`config.mk`:
```
export PLATFORM = sky130hd
export DESIGN_NAME = svec_issue
export DESIGN_NICKNAME = d
export VERILOG_FILES = /design/src/rtl/svec_issue.sv
export SDC_FILE = /design/constraint.sdc
export NUM_CORES = 1
export LEC_CHECK = 0
export BUFFER_PORTS_ARGS = -buffer_cell sky130_fd_sc_hd__buf_2
export CAP_MARGIN = 10
export CORE_MARGIN = 2
export CORE_UTILIZATION = 42
export CTS_BUF_LIST = sky130_fd_sc_hd__clkbuf_4 sky130_fd_sc_hd__clkbuf_8
export DETAILED_ROUTE_END_ITERATION = 8
export GPL_TIMING_DRIVEN = 0
export PLACE_DENSITY = 0.75
export SLEW_MARGIN = 40
export SYNTH_ARGS = -nofsm -noshare
export SYNTH_HDL_FRONTEND = slang
export SYNTH_SLANG_ARGS = --single-unit
```
`constraint.sdc`:
```
create_clock -name clk -period 2.05 [get_ports clk]
set_clock_uncertainty 0.15 [all_clocks]
set_input_delay 0.3075 -clock clk [delete_from_list [all_inputs] [get_ports clk]]
set_output_delay 0.3075 -clock clk [all_outputs]
set_load 0.01 [all_outputs]
```
`src/rtl/svec_issue.sv`:
```
module svec_issue #(
  parameter int IDX_W   = 5,
  parameter int OFF_W   = 3,
  parameter int CTL_W   = 32,
  parameter int LEN_LSB = 16,
  parameter int STR_LSB = 20
) (
  input  logic             clk,
  input  logic             rst_n,
  input  logic             ctl_we,
  input  logic [CTL_W-1:0] ctl_wdata,
  output logic [CTL_W-1:0] ctl_rdata,
  input  logic             ins_valid,
  output logic             ins_ready,
  input  logic [IDX_W-1:0] ins_dst,
  input  logic [IDX_W-1:0] ins_srca,
  input  logic [IDX_W-1:0] ins_srcb,
  input  logic             ins_mem,
  output logic             el_valid,
  input  logic             el_ready,
  output logic [IDX_W-1:0] el_dst,
  output logic [IDX_W-1:0] el_srca,
  output logic [IDX_W-1:0] el_srcb,
  output logic             el_first,
  output logic             el_last
);
  localparam int BANK_W = IDX_W - OFF_W;

  logic [CTL_W-1:0] ctl_q;
  logic             busy;
  logic [OFF_W-1:0] pos, lastpos, step;
  logic [IDX_W-1:0] d_q, a_q, b_q;

  wire take = ins_valid && !busy;
  wire fire = busy && el_ready;
  wire [OFF_W-1:0] len_m1 = ctl_q[LEN_LSB +: OFF_W];
  wire [1:0] sfld = ctl_q[STR_LSB +: 2];
  wire scalar = ins_mem || (ins_dst[IDX_W-1:OFF_W] == '0);

  function automatic logic [IDX_W-1:0] nxt(input logic [IDX_W-1:0] r, input logic [OFF_W-1:0] s);
    if (r[IDX_W-1:OFF_W] == '0) return r;
    return {r[IDX_W-1:OFF_W], r[OFF_W-1:0] + s};
  endfunction

  always_ff @(posedge clk) begin
    if (!rst_n) begin
      ctl_q   <= '0;
      busy    <= 1'b0;
      pos     <= '0;
      lastpos <= '0;
      step    <= OFF_W'(1);
      d_q     <= '0;
      a_q     <= '0;
      b_q     <= '0;
    end else begin
      if (ctl_we) ctl_q <= ctl_wdata;
      if (take) begin
        busy    <= 1'b1;
        pos     <= '0;
        lastpos <= scalar ? '0 : len_m1;
        step    <= (sfld == 2'b11) ? OFF_W'(2) : OFF_W'(1);
        d_q     <= ins_dst;
        a_q     <= ins_srca;
        b_q     <= ins_srcb;
      end else if (fire) begin
        if (pos == lastpos) busy <= 1'b0;
        else begin
          pos <= pos + OFF_W'(1);
          d_q <= nxt(d_q, step);
          a_q <= nxt(a_q, step);
          b_q <= nxt(b_q, step);
        end
      end
    end
  end

  assign ctl_rdata = ctl_q;
  assign ins_ready = !busy;
  assign el_valid  = busy;
  assign el_dst    = d_q;
  assign el_srca   = a_q;
  assign el_srcb   = b_q;
  assign el_first  = busy && (pos == '0);
  assign el_last   = busy && (pos == lastpos);

  p_ctl_store_r2: assert property (@(posedge clk) disable iff (!rst_n)
    ctl_we |=> ctl_rdata == $past(ctl_wdata));
  p_scalar_dst_r4: assert property (@(posedge clk) disable iff (!rst_n)
    take && ins_dst[IDX_W-1:OFF_W] == '0 |=> el_valid && el_first && el_last);
  p_mem_single_r5: assert property (@(posedge clk) disable iff (!rst_n)
    take && ins_mem |=> el_valid && el_last);
  p_bank_fixed_r7: assert property (@(posedge clk) disable iff (!rst_n)
    fire && !el_last |=> el_valid && el_dst[IDX_W-1:OFF_W] == $past(el_dst[IDX_W-1:OFF_W])
      && el_srcb[IDX_W-1:OFF_W] == $past(el_srcb[IDX_W-1:OFF_W]));
  p_src_scalar_r8: assert property (@(posedge clk) disable iff (!rst_n)
    fire && !el_last && el_srca[IDX_W-1:OFF_W] == '0 |=> el_srca == $past(el_srca));
  p_accept_first_r9: assert property (@(posedge clk) disable iff (!rst_n)
    ins_valid && ins_ready |=> el_valid && el_first);
  p_stall_hold_r9: assert property (@(posedge clk) disable iff (!rst_n)
    el_valid && !el_ready |=> el_valid && $stable(el_dst) && $stable(el_srca) && $stable(el_srcb)
      && $stable(el_first) && $stable(el_last));
  p_end_idle_r9: assert property (@(posedge clk) disable iff (!rst_n)
    el_valid && el_ready && el_last |=> !el_valid && ins_ready);
  p_width_bank_r7: assert property (@(posedge clk) disable iff (!rst_n)
    BANK_W == 2);
endmodule

```
* Yosys cells after proc, flatten, opt, wreduce, memory -nomap -nowiden
Index checks and enable logic that the tools add are counted.
** Cells by class
- Reductions and logical operators :: 25
- Bitwise operators :: 2
- Equality and inequality tests :: 9
- Mux-type cells :: 32
- Add/sub/neg operators :: 4
** Operators by type and width (count)
- $mux 3 :: 10
- $mux 1 :: 18
- $mux 5 :: 3
- $reduce_and 4->1 :: 3
- $reduce_bool 2->1 :: 5
- $add 3x3->3 :: 3
- $ne 3x3->1 const B :: 3
- $reduce_and 3->1 :: 3
- $logic_not 2->1 :: 4
- $ne 2x2->1 const B :: 4
- $logic_and 1x1->1 :: 4
- $reduce_and 2->1 :: 2
- $add 3x1->3 const B :: 1
- $eq 3x3->1 :: 1
- $logic_not 3->1 :: 1
- $eq 2x2->1 const B :: 1
- $mux 2 :: 1
- $not 1->1 :: 2
- $reduce_or 2->1 :: 1
- $logic_not 1->1 :: 1
- $logic_or 1x1->1 :: 1
** Word-level totals
- Input bits :: 53
- Register bits after elaboration :: 57
- Output and inout bits :: 51

* Longest topological paths before layout
Gate-level depths: netlist of run 1.
- Depth in word-level cells :: 10
- Depth in mapped cells :: 6
- Mapped depth without buffers :: 6

* Worst setup path before layout of run 1
OpenSTA, ideal clock, no wires.
- Path kind :: flip-flop to flip-flop
- Start :: reg d_q[0], in the netlist el_dst[0]
- End :: reg d_q[2], in the netlist el_dst[2]
- Cell stages (with the launch flop) :: 6
- Setup time :: 0.130 ns
- Path slack :: 0.430 ns
- Arrival time :: 1.340 ns
- Data required time :: 1.770 ns
- Period minus slack after synthesis :: 1.620 ns
- Cells stage by stage :: dfxtp_1 > ha_1 > inv_1 > fa_1 > o311ai_2 > o31ai_2
** Between the ends
- Longest elaborated chain between the ends :: 5
** RTL lines
- start, declared :: RTL line 32 : logic [IDX_W-1:0] d_q, a_q, b_q;
- start signal, assigned :: RTL line 62 : d_q <= ins_dst;
- start signal, assigned :: RTL line 69 : d_q <= nxt(d_q, step);
- $add 3x3->3 :: RTL line 42 : return {r[IDX_W-1:OFF_W], r[OFF_W-1:0] + s};
- $mux 3 :: RTL line 42
- $mux 3 :: RTL line 66 : if (pos == lastpos) busy <= 1'b0;
- $mux 3 :: RTL line 65 : end else if (fire) begin
- $mux 5 :: RTL line 57 : if (take) begin
Every way passes these cells. The select of a mux whose other input is x is not followed.
A chain may end at the register's enable or synchronous reset.

* Worst setup path in the final report of run 1
- Start :: reg pos[0]
- End :: out el_last
** Between the ends
- Longest elaborated chain between the ends :: 2
** RTL lines
- start, declared :: RTL line 31 : logic [OFF_W-1:0] pos, lastpos, step;
- start signal, assigned :: RTL line 68 : pos <= pos + OFF_W'(1);
- $eq 3x3->1 :: RTL line 84 : assign el_last = busy && (pos == lastpos);
- $logic_and 1x1->1 :: RTL line 84
- end, declared :: RTL line 25 : output logic el_last
Every way passes these cells.

==> metrics.md, run 1 <==
| Metric | Value |
|---|---|
| Crit path to | `el_last` |
| Clock sink count | `56` |
| CP Capture Type | `output pin` |
| Worst hold path class | `primary input to flip-flop` |
| Synth Area in Adders | `5.05%` |
| Initial antenna violation count | `0` |
| Yosys reg bits | `56` |
| XOR/XNOR Fraction of Synth Area | `2.73%` |
| CTS root buffer | `clkbuf_8` |
| Sw frac | `26.0%` |
| Drt wl/cell | `13.7 um` |
| # port buffers | `101` |
| Hpwl dp | `4.38 mm` |
| Share of cells above drive strength 1 | `39.6%` |
| Max Fclk | `510 MHz` |
| Synthesis-to-layout area growth | `29.9%` |
| # rows | `27` |
| Critical path class | `flip-flop to output pin` |
| Int Power | `0.00162 W` |
| NetSw | `0.000569 W` |
| LEAKAGE | `1.52 nW` |
| Drt total wl | `5.81 mm` |
| TritonCTS Buffers | `5` |
| Pins over their slew limit | `0` |
| Synth Cell Area | `0.00243 mm^2` |
| R2r endpoint | `el_dst[2]$_SDFFE_PN0P_` |
| Post-Synth Simple-Gate Area | `13.4%` |
| Clock share of power | `29.1%` |
| VDD IR max | `0.383 mV` |
| Final non-filler cell area | `0.00316 mm^2` |
| Non-Filler Instances | `423` |
| Worst path max stage delay | `0.50 ns` |
| Fin crit period | `1.96 ns` |
| CTS tree | `built` |
| Sequential share of the synthesized area | `46.1%` |
| Clock latency at the later pin of the worst-skew pair | `0.30 ns` |
| Syn nets | `303` |
| Router iterations before antenna repair | `4` |
| Critical Path Start Type | `flip-flop` |
| Worst reg-to-reg setup slack | `0.29 ns` |
| Cell variety after synth | `35` |
| Antenna Nets Post-Route | `0` |
| Global route overflow | `0` |
| Clock-pin slew of the registers on the worst-case setup and hold paths | `0.09 ns` |
| R2R Path Start | `step[0]$_SDFFE_PN1P_` |
| Number of vias in the routed layout | `2118` |
| Compound-Gate Fraction of Synth Area | `13.3%` |
| Yosys warns | `0` |
| Status | `completed` |
| Die W | `80.1 um` |
| Crit path DAT | `1.51 ns` |
| Chip Height | `80.1 um` |
| Vias/cell | `5.01` |
| Worst-margin pin slew | `0.575 ns` |
| Clock tree buffer depth | `2` |
| Initial drt markers | `97` |
| Syn Area/Cell | `10.0 um^2` |
| Setup violators final | `0` |
| First-pass GRT wire length | `9.36 mm` |
| GRT Util Overall | `18.5%` |
| Worst-case reg-to-reg path depth | `5` |
| DRC | `0` |
| Worst Path Max Fanout | `6` |
| Combinational power share | `16.7%` |
| DP Area | `0.00303 mm^2` |
| Pin count of the biggest net entering global routing | `16` |
| PD cells | `694 mW/mm^2` |
| Crit path required time | `1.59 ns` |
| Slew HR | `61.7%` |
| Hold Fails Final Rpt | `0` |
| Slowest stage cell, crit path | `dfxtp_1` |
| Nets@finish | `411` |
| Core Area | `0.00554 mm^2` |
| Flop pwr share | `54.3%` |
| Effective utilization at floorplan | `43.9%` |
| CP Launch Point | `pos[0]$_SDFFE_PP0P_` |
| Post-synthesis mux area share | `15.7%` |
| Largest family of logic cells by synthesized area | `multiplexers` |
| I/O pin count | `104` |
| # diodes | `0` |
| Vias in the first global route | `2046` |
| Tcrit/Tclk final | `95.7%` |
| Dpl cells | `415` |
| H-tree Lvls | `2` |
| Max-Cap Viols | `0` |
| Gate Count Post-Synth | `242` |
| Die ar. | `0.00641 mm^2` |
| Sequence of cells on the critical path | `xnor2_4 -> and3_4 -> and2_1 -> buf_2` |
| Gp weighted congestion | `0.771` |
power groups by stage:
| stage | Sequential, W | Clock [W] | Combinational (W) |
|---|---|---|---|
| after floorplan | 0.00124 | 0 | 0.000185 |
| after global placement | 0.00121 | 0 | 0.000357 |
| after detailed placement | 0.00121 | 0 | 0.000368 |
| after CTS | 0.00119 | 0.000657 | 0.000369 |
| after global routing | 0.00120 | 0.000709 | 0.000406 |
| final | 0.00119 | 0.000637 | 0.000366 |
routing by layer:
metal	up-vias	GRT usage (%)	wire length [um]
met2	59	30.4	2770
met5	-	0	0
met4	0	7.63	104
li1	1062	-	-
met1	987	23.7	2640
met3	10	3.71	297
synth_stat cells (all sizes together):
master / count / area share [%]
dfxtp: 56 / 46
nor2: 42 / 6.7
mux2i: 38 / 16
nand2: 20 / 3.1
buf: 13 / 2.5
a21oi: 10 / 2.1
inv: 7 / 1.1
o21ai: 7 / 1.4
a31oi: 6 / 2.3
ha: 5 / 2.6
o311a: 5 / 2.3
xnor2: 5 / 2.7
and2: 4 / 1.1
a22o: 3 / 1.1
fa: 3 / 2.5
o211ai: 3 / 0.93
nand3: 2 / 0.41
nor3b: 2 / 0.62
o32ai: 2 / 1.3
and3: 1 / 0.46
clkbuf: 1 / 0.15
nor2b: 1 / 0.26
nor3: 1 / 0.21
nor4: 1 / 0.51
o221ai: 1 / 0.36
o311ai: 1 / 0.67
o31ai: 1 / 0.51
o41ai: 1 / 0.36
how the worst min path moves through the flow:
stage | from | slack, ns | endpoint | cells past startpoint
final | ctl_wdata[2] | 0.08 | ctl_rdata[2]$_SDFFE_PN0P_ | 3
after floorplan | el_ready | 0.27 | el_valid$_SDFFE_PN0P_ | 1
after global routing | ctl_wdata[2] | 0.08 | ctl_rdata[2]$_SDFFE_PN0P_ | 3
after CTS | ctl_wdata[2] | 0.08 | ctl_rdata[2]$_SDFFE_PN0P_ | 3
after global placement | el_srca[3]$_SDFFE_PN0P_ | 0.31 | el_srca[3]$_SDFFE_PN0P_ | 2
after detailed placement | el_srca[3]$_SDFFE_PN0P_ | 0.32 | el_srca[3]$_SDFFE_PN0P_ | 2
critical path, delay by kind of cell (launching register included):
family	cells	cell delay (ns)
AND/OR/NAND/NOR	2	0.38
buffers and inverters	1	0.12
flip-flops	1	0.50
XOR/XNOR	1	0.20
through the flow:
stage / setup TNS [ns] / utilization [%] / setup slack [ns] / power [W] / hold WS (ns)
4_1_cts: 0 / 56.4 / 0.0198 / 0.00221 / 0.0790
5_1_grt: -0.000294 / 57.0 / -0.000294 / 0.00231 / 0.0816
6_report: 0 / 57.0 / 0.0874 / 0.00219 / 0.0832
3_5_place_dp: 0 / 54.6 / 0.311 / 0.00158 / 0.320
3_3_place_gp: 0 / 54.6 / 0.345 / 0.00157 / 0.310
2_1_floorplan: 0 / - / 0.430 / 0.00142 / 0.265
cell families (layout without fill, tap and decap cells):
kind of cell / after synthesis / after routing
simple gates: 74 / 74
flops: 56 / 56
compound gates: 40 / 40
mux: 38 / 38
buf+inv: 21 / 130
fa+ha+maj: 8 / 8
xor+xnor: 5 / 5
timing repair:
action / CTS / global route
gates resized for setup: 0 / 3
setup endpoints to repair: 0 / 1
setup buffers: 0 / 0
hold buffers: 0 / 0
area by class of cell:
cell class	instances	area, um^2
plain buffers	14	63.8
clock buffers	8	97.6
fillers	531	2380
inverters	7	26.3
multi-input cells	165	1250
flip-flops and latches	56	1120
well taps	72	90.1
repair buffers	101	505
cell usage in the layout, fill, tap and decap left out, types with 4 or more instances in the layout:
cell and instances:
buf_2 110, nor2_1 40, dfxtp_1 56, ha_1 5, o21ai_0 7, o311a_2 4
a21oi_1 10, buf_1 4, nand2_1 20, clkbuf_8 6, inv_1 6, mux2i_1 38
registers in the layout, indices dropped and copies added (netlist names):
signal     count
ctl_rdata     32
el_dst         5
el_srca        5
el_srcb        5
lastpos        3
pos            3
step           2
el_valid       1
No activity file was read; power rests on OpenSTA's default activity.
==> run 2: changes to the inputs <==
==> config.mk (replaced) <==
export PLATFORM = sky130hd
export DESIGN_NAME = svec_issue
export DESIGN_NICKNAME = d
export VERILOG_FILES = /design/src/rtl/svec_issue.sv
export SDC_FILE = /design/constraint.sdc
export NUM_CORES = 1
export LEC_CHECK = 0
export CAP_MARGIN = 10
export CORE_MARGIN = 4
export CORE_UTILIZATION = 42
export CTS_BUF_LIST = sky130_fd_sc_hd__clkbuf_4 sky130_fd_sc_hd__clkbuf_8
export DETAILED_ROUTE_END_ITERATION = 8
export DONT_BUFFER_PORTS = 1
export GPL_TIMING_DRIVEN = 0
export PLACE_DENSITY = 0.62
export SLEW_MARGIN = 40
export SYNTH_ARGS = -nofsm -noshare
export SYNTH_HDL_FRONTEND = slang
export SYNTH_SLANG_ARGS = --single-unit
==> constraint.sdc (replaced) <==
create_clock -name clk -period 1.6 [get_ports clk]
set_clock_uncertainty 0.15 [all_clocks]
set_input_delay 0.24 -clock clk [delete_from_list [all_inputs] [get_ports clk]]
set_output_delay 0.24 -clock clk [all_outputs]
set_load 0.01 [all_outputs]
==> metrics.md, run 2 (synthesis gave the netlist of run 1 again) <==
| Metric | Value |
|---|---|
| Pins over their slew limit | `0` |
| Failing checks | `negative setup slack` |
| Sequential cell area | `0.00115 mm^2` |
| First-pass GRT wire length | `10.1 mm` |
| Post-layout util | `57.9%` |
| Total power | `0.00293 W` |
| GRT Util Overall | `17.8%` |
| Pin count of the biggest net entering global routing | `18` |
| Status | `finished with violations` |
| Antenna Nets Post-Route | `0` |
| Chip Height | `84.1 um` |
| Die W | `84.1 um` |
| Critical Path Start Type | `flip-flop` |
| Drt total wl | `6.42 mm` |
| Final critical-path setup slack | `-0.0171 ns` |
| VDD IR max | `0.528 mV` |
| # diodes | `0` |
| Nets@finish | `356` |
| Worst path max stage delay | `0.43 ns` |
| CP Capture Type | `output pin` |
| Vias/cell | `5.33` |
| GR Util met1 | `22.0%` |
| H-tree Lvls | `2` |
| Number of fillers in the final layout | `497` |
| Most frequent cells in the layout | `43 x dfxtp_1, 41 x dlygate4sd3_1, 39 x nor2_1` |
| CTS tree | `built` |
| Met3 Use GR | `5.23%` |
| Hpwl dp | `4.29 mm` |
| Effective utilization at floorplan | `43.6%` |
| Worst reg-to-reg setup slack | `-0.01 ns` |
| Min-delay src | `ins_dst[2]` |
| Initial drt markers | `92` |
| Gp weighted congestion | `0.781` |
| Drt wl/cell | `17.4 um` |
| LEAKAGE | `1.28 nW` |
| CP Launch Point | `pos[0]$_SDFFE_PP0P_` |
| Commonest non-fill, non-tap cell in the layout | `dfxtp_1` |
| Hold Fails Final Rpt | `0` |
| I/O pin count | `104` |
| Worst-margin pin slew | `0.531 ns` |
| Fin Hold WS | `0.0215 ns` |
| Worst hold path depth | `2` |
| Worst hold path class | `primary input to flip-flop` |
| Router iterations before antenna repair | `4` |
| R2R Path Start | `step[0]$_SDFFE_PN1P_` |
| Crit path DAT | `1.23 ns` |
| RSZ-0062 raised after global routing | `true` |
| Initial antenna violation count | `0` |
| Clock-pin slew of the registers on the worst-case setup and hold paths | `0.10 ns` |
| TritonCTS Buffers | `5` |
| PD cells | `906 mW/mm^2` |
| Synthesis-to-layout area growth | `32.9%` |
| Crit path required time | `1.21 ns` |
| Worst Path Max Fanout | `4` |
| DRC | `0` |
| Most Crowded Layer GR | `met2` |
| # rows | `27` |
| Critical path class | `flip-flop to output pin` |
| # port buffers | `0` |
| Slowest stage cell, crit path | `dfxtp_2` |
| Clock sink count | `56` |
| Clock tree buffer depth | `2` |
| Die ar. | `0.00707 mm^2` |
| Sequence of cells on the critical path | `xnor2_4 -> and3_4 -> and2_4` |
| Global route overflow | `0` |
| Slew HR | `64.5%` |
| Vias in the first global route | `2021` |
| Max Fclk | `618 MHz` |
| Fin crit period | `1.62 ns` |
| Tcrit/Tclk final | `101%` |
| Number of vias in the routed layout | `1960` |
| Area of the multi-input gates | `0.00132 mm^2` |
| Final non-filler cell area | `0.00323 mm^2` |
| Clock latency at the later pin of the worst-skew pair | `0.30 ns` |
| Core Area | `0.00557 mm^2` |
| Max-Cap Viols | `0` |
| Met2 global-route usage | `30.3%` |
| Worst-case reg-to-reg path depth | `6` |
| CTS root buffer | `clkbuf_8` |
| Share of cells above drive strength 1 | `22.6%` |
| DP Area | `0.00252 mm^2` |
| Max reg flops | `32` |
| Setup violators final | `2` |
run 2: cell types whose count changed in the layout (fill, tap and decap cells not counted), moves of 3 or more:
cell / delta
ha_1: -3
fa_1: -3
fa_2: +3
dlygate4sd3_1: +41
dfxtp_2: +7
buf_2: -106
buf_4: +8
dfxtp_4: +6
dfxtp_1: -13
run 2: cell type report:
type	instances	area share, %
sequential	56	35.7
timing repair buffer	46	13.9
tap	72	2.79
buffer	14	2.36
clock buffer	6	2.36
clock inverter	2	1.20
inverter	7	0.814
multi-input combinational	165	40.9
run 2: path summary, 6_finish.rpt:
path | end
max | el_last
min | el_dst[2]$_SDFFE_PN0P_
max reg2reg | el_dst[1]$_SDFFE_PN0P_
min reg2reg | step[1]$_SDFFE_PN0P_
run 2: worst max-delay path: cells and delay by family, from the launching register on:
family,cells,cell delay [ns]
flops,1,0.43
simple gates,2,0.36
xor+xnor,1,0.14
run 2: power breakdown:
group          switching [W]  internal (W)  total, W
registers           0.000107       0.00147   0.00158
logic               0.000193      0.000208  0.000401
clock network       0.000458      0.000491  0.000949
total               0.000758       0.00217   0.00293
run 2: repair_timing:
item | CTS | global route
hold buffers | 41 | 0
hold endpoints to repair | 40 | 0
buffers inserted | 4 | 1
pin swaps | 5 | 4
setup endpoints to repair | 16 | 16
gates resized for setup | 28 | 16
run 2: through the flow:
stage / cells / TNS [ns] / worst slack (ns)
6_report: 368 / -0.0315 / -0.0171
2_1_floorplan: 242 / 0 / 0.0275
4_1_cts: 367 / -0.0590 / -0.0402
5_1_grt: 368 / -0.284 / -0.0702
3_3_place_gp: 314 / -0.497 / -0.103
3_5_place_dp: 314 / -0.691 / -0.137
run 2: layer usage:
metal	wire, um	share of wire, %
met1	2720	42
met2	3240	51
met3	407	6.3
met4	44	0.69
met5	0	0
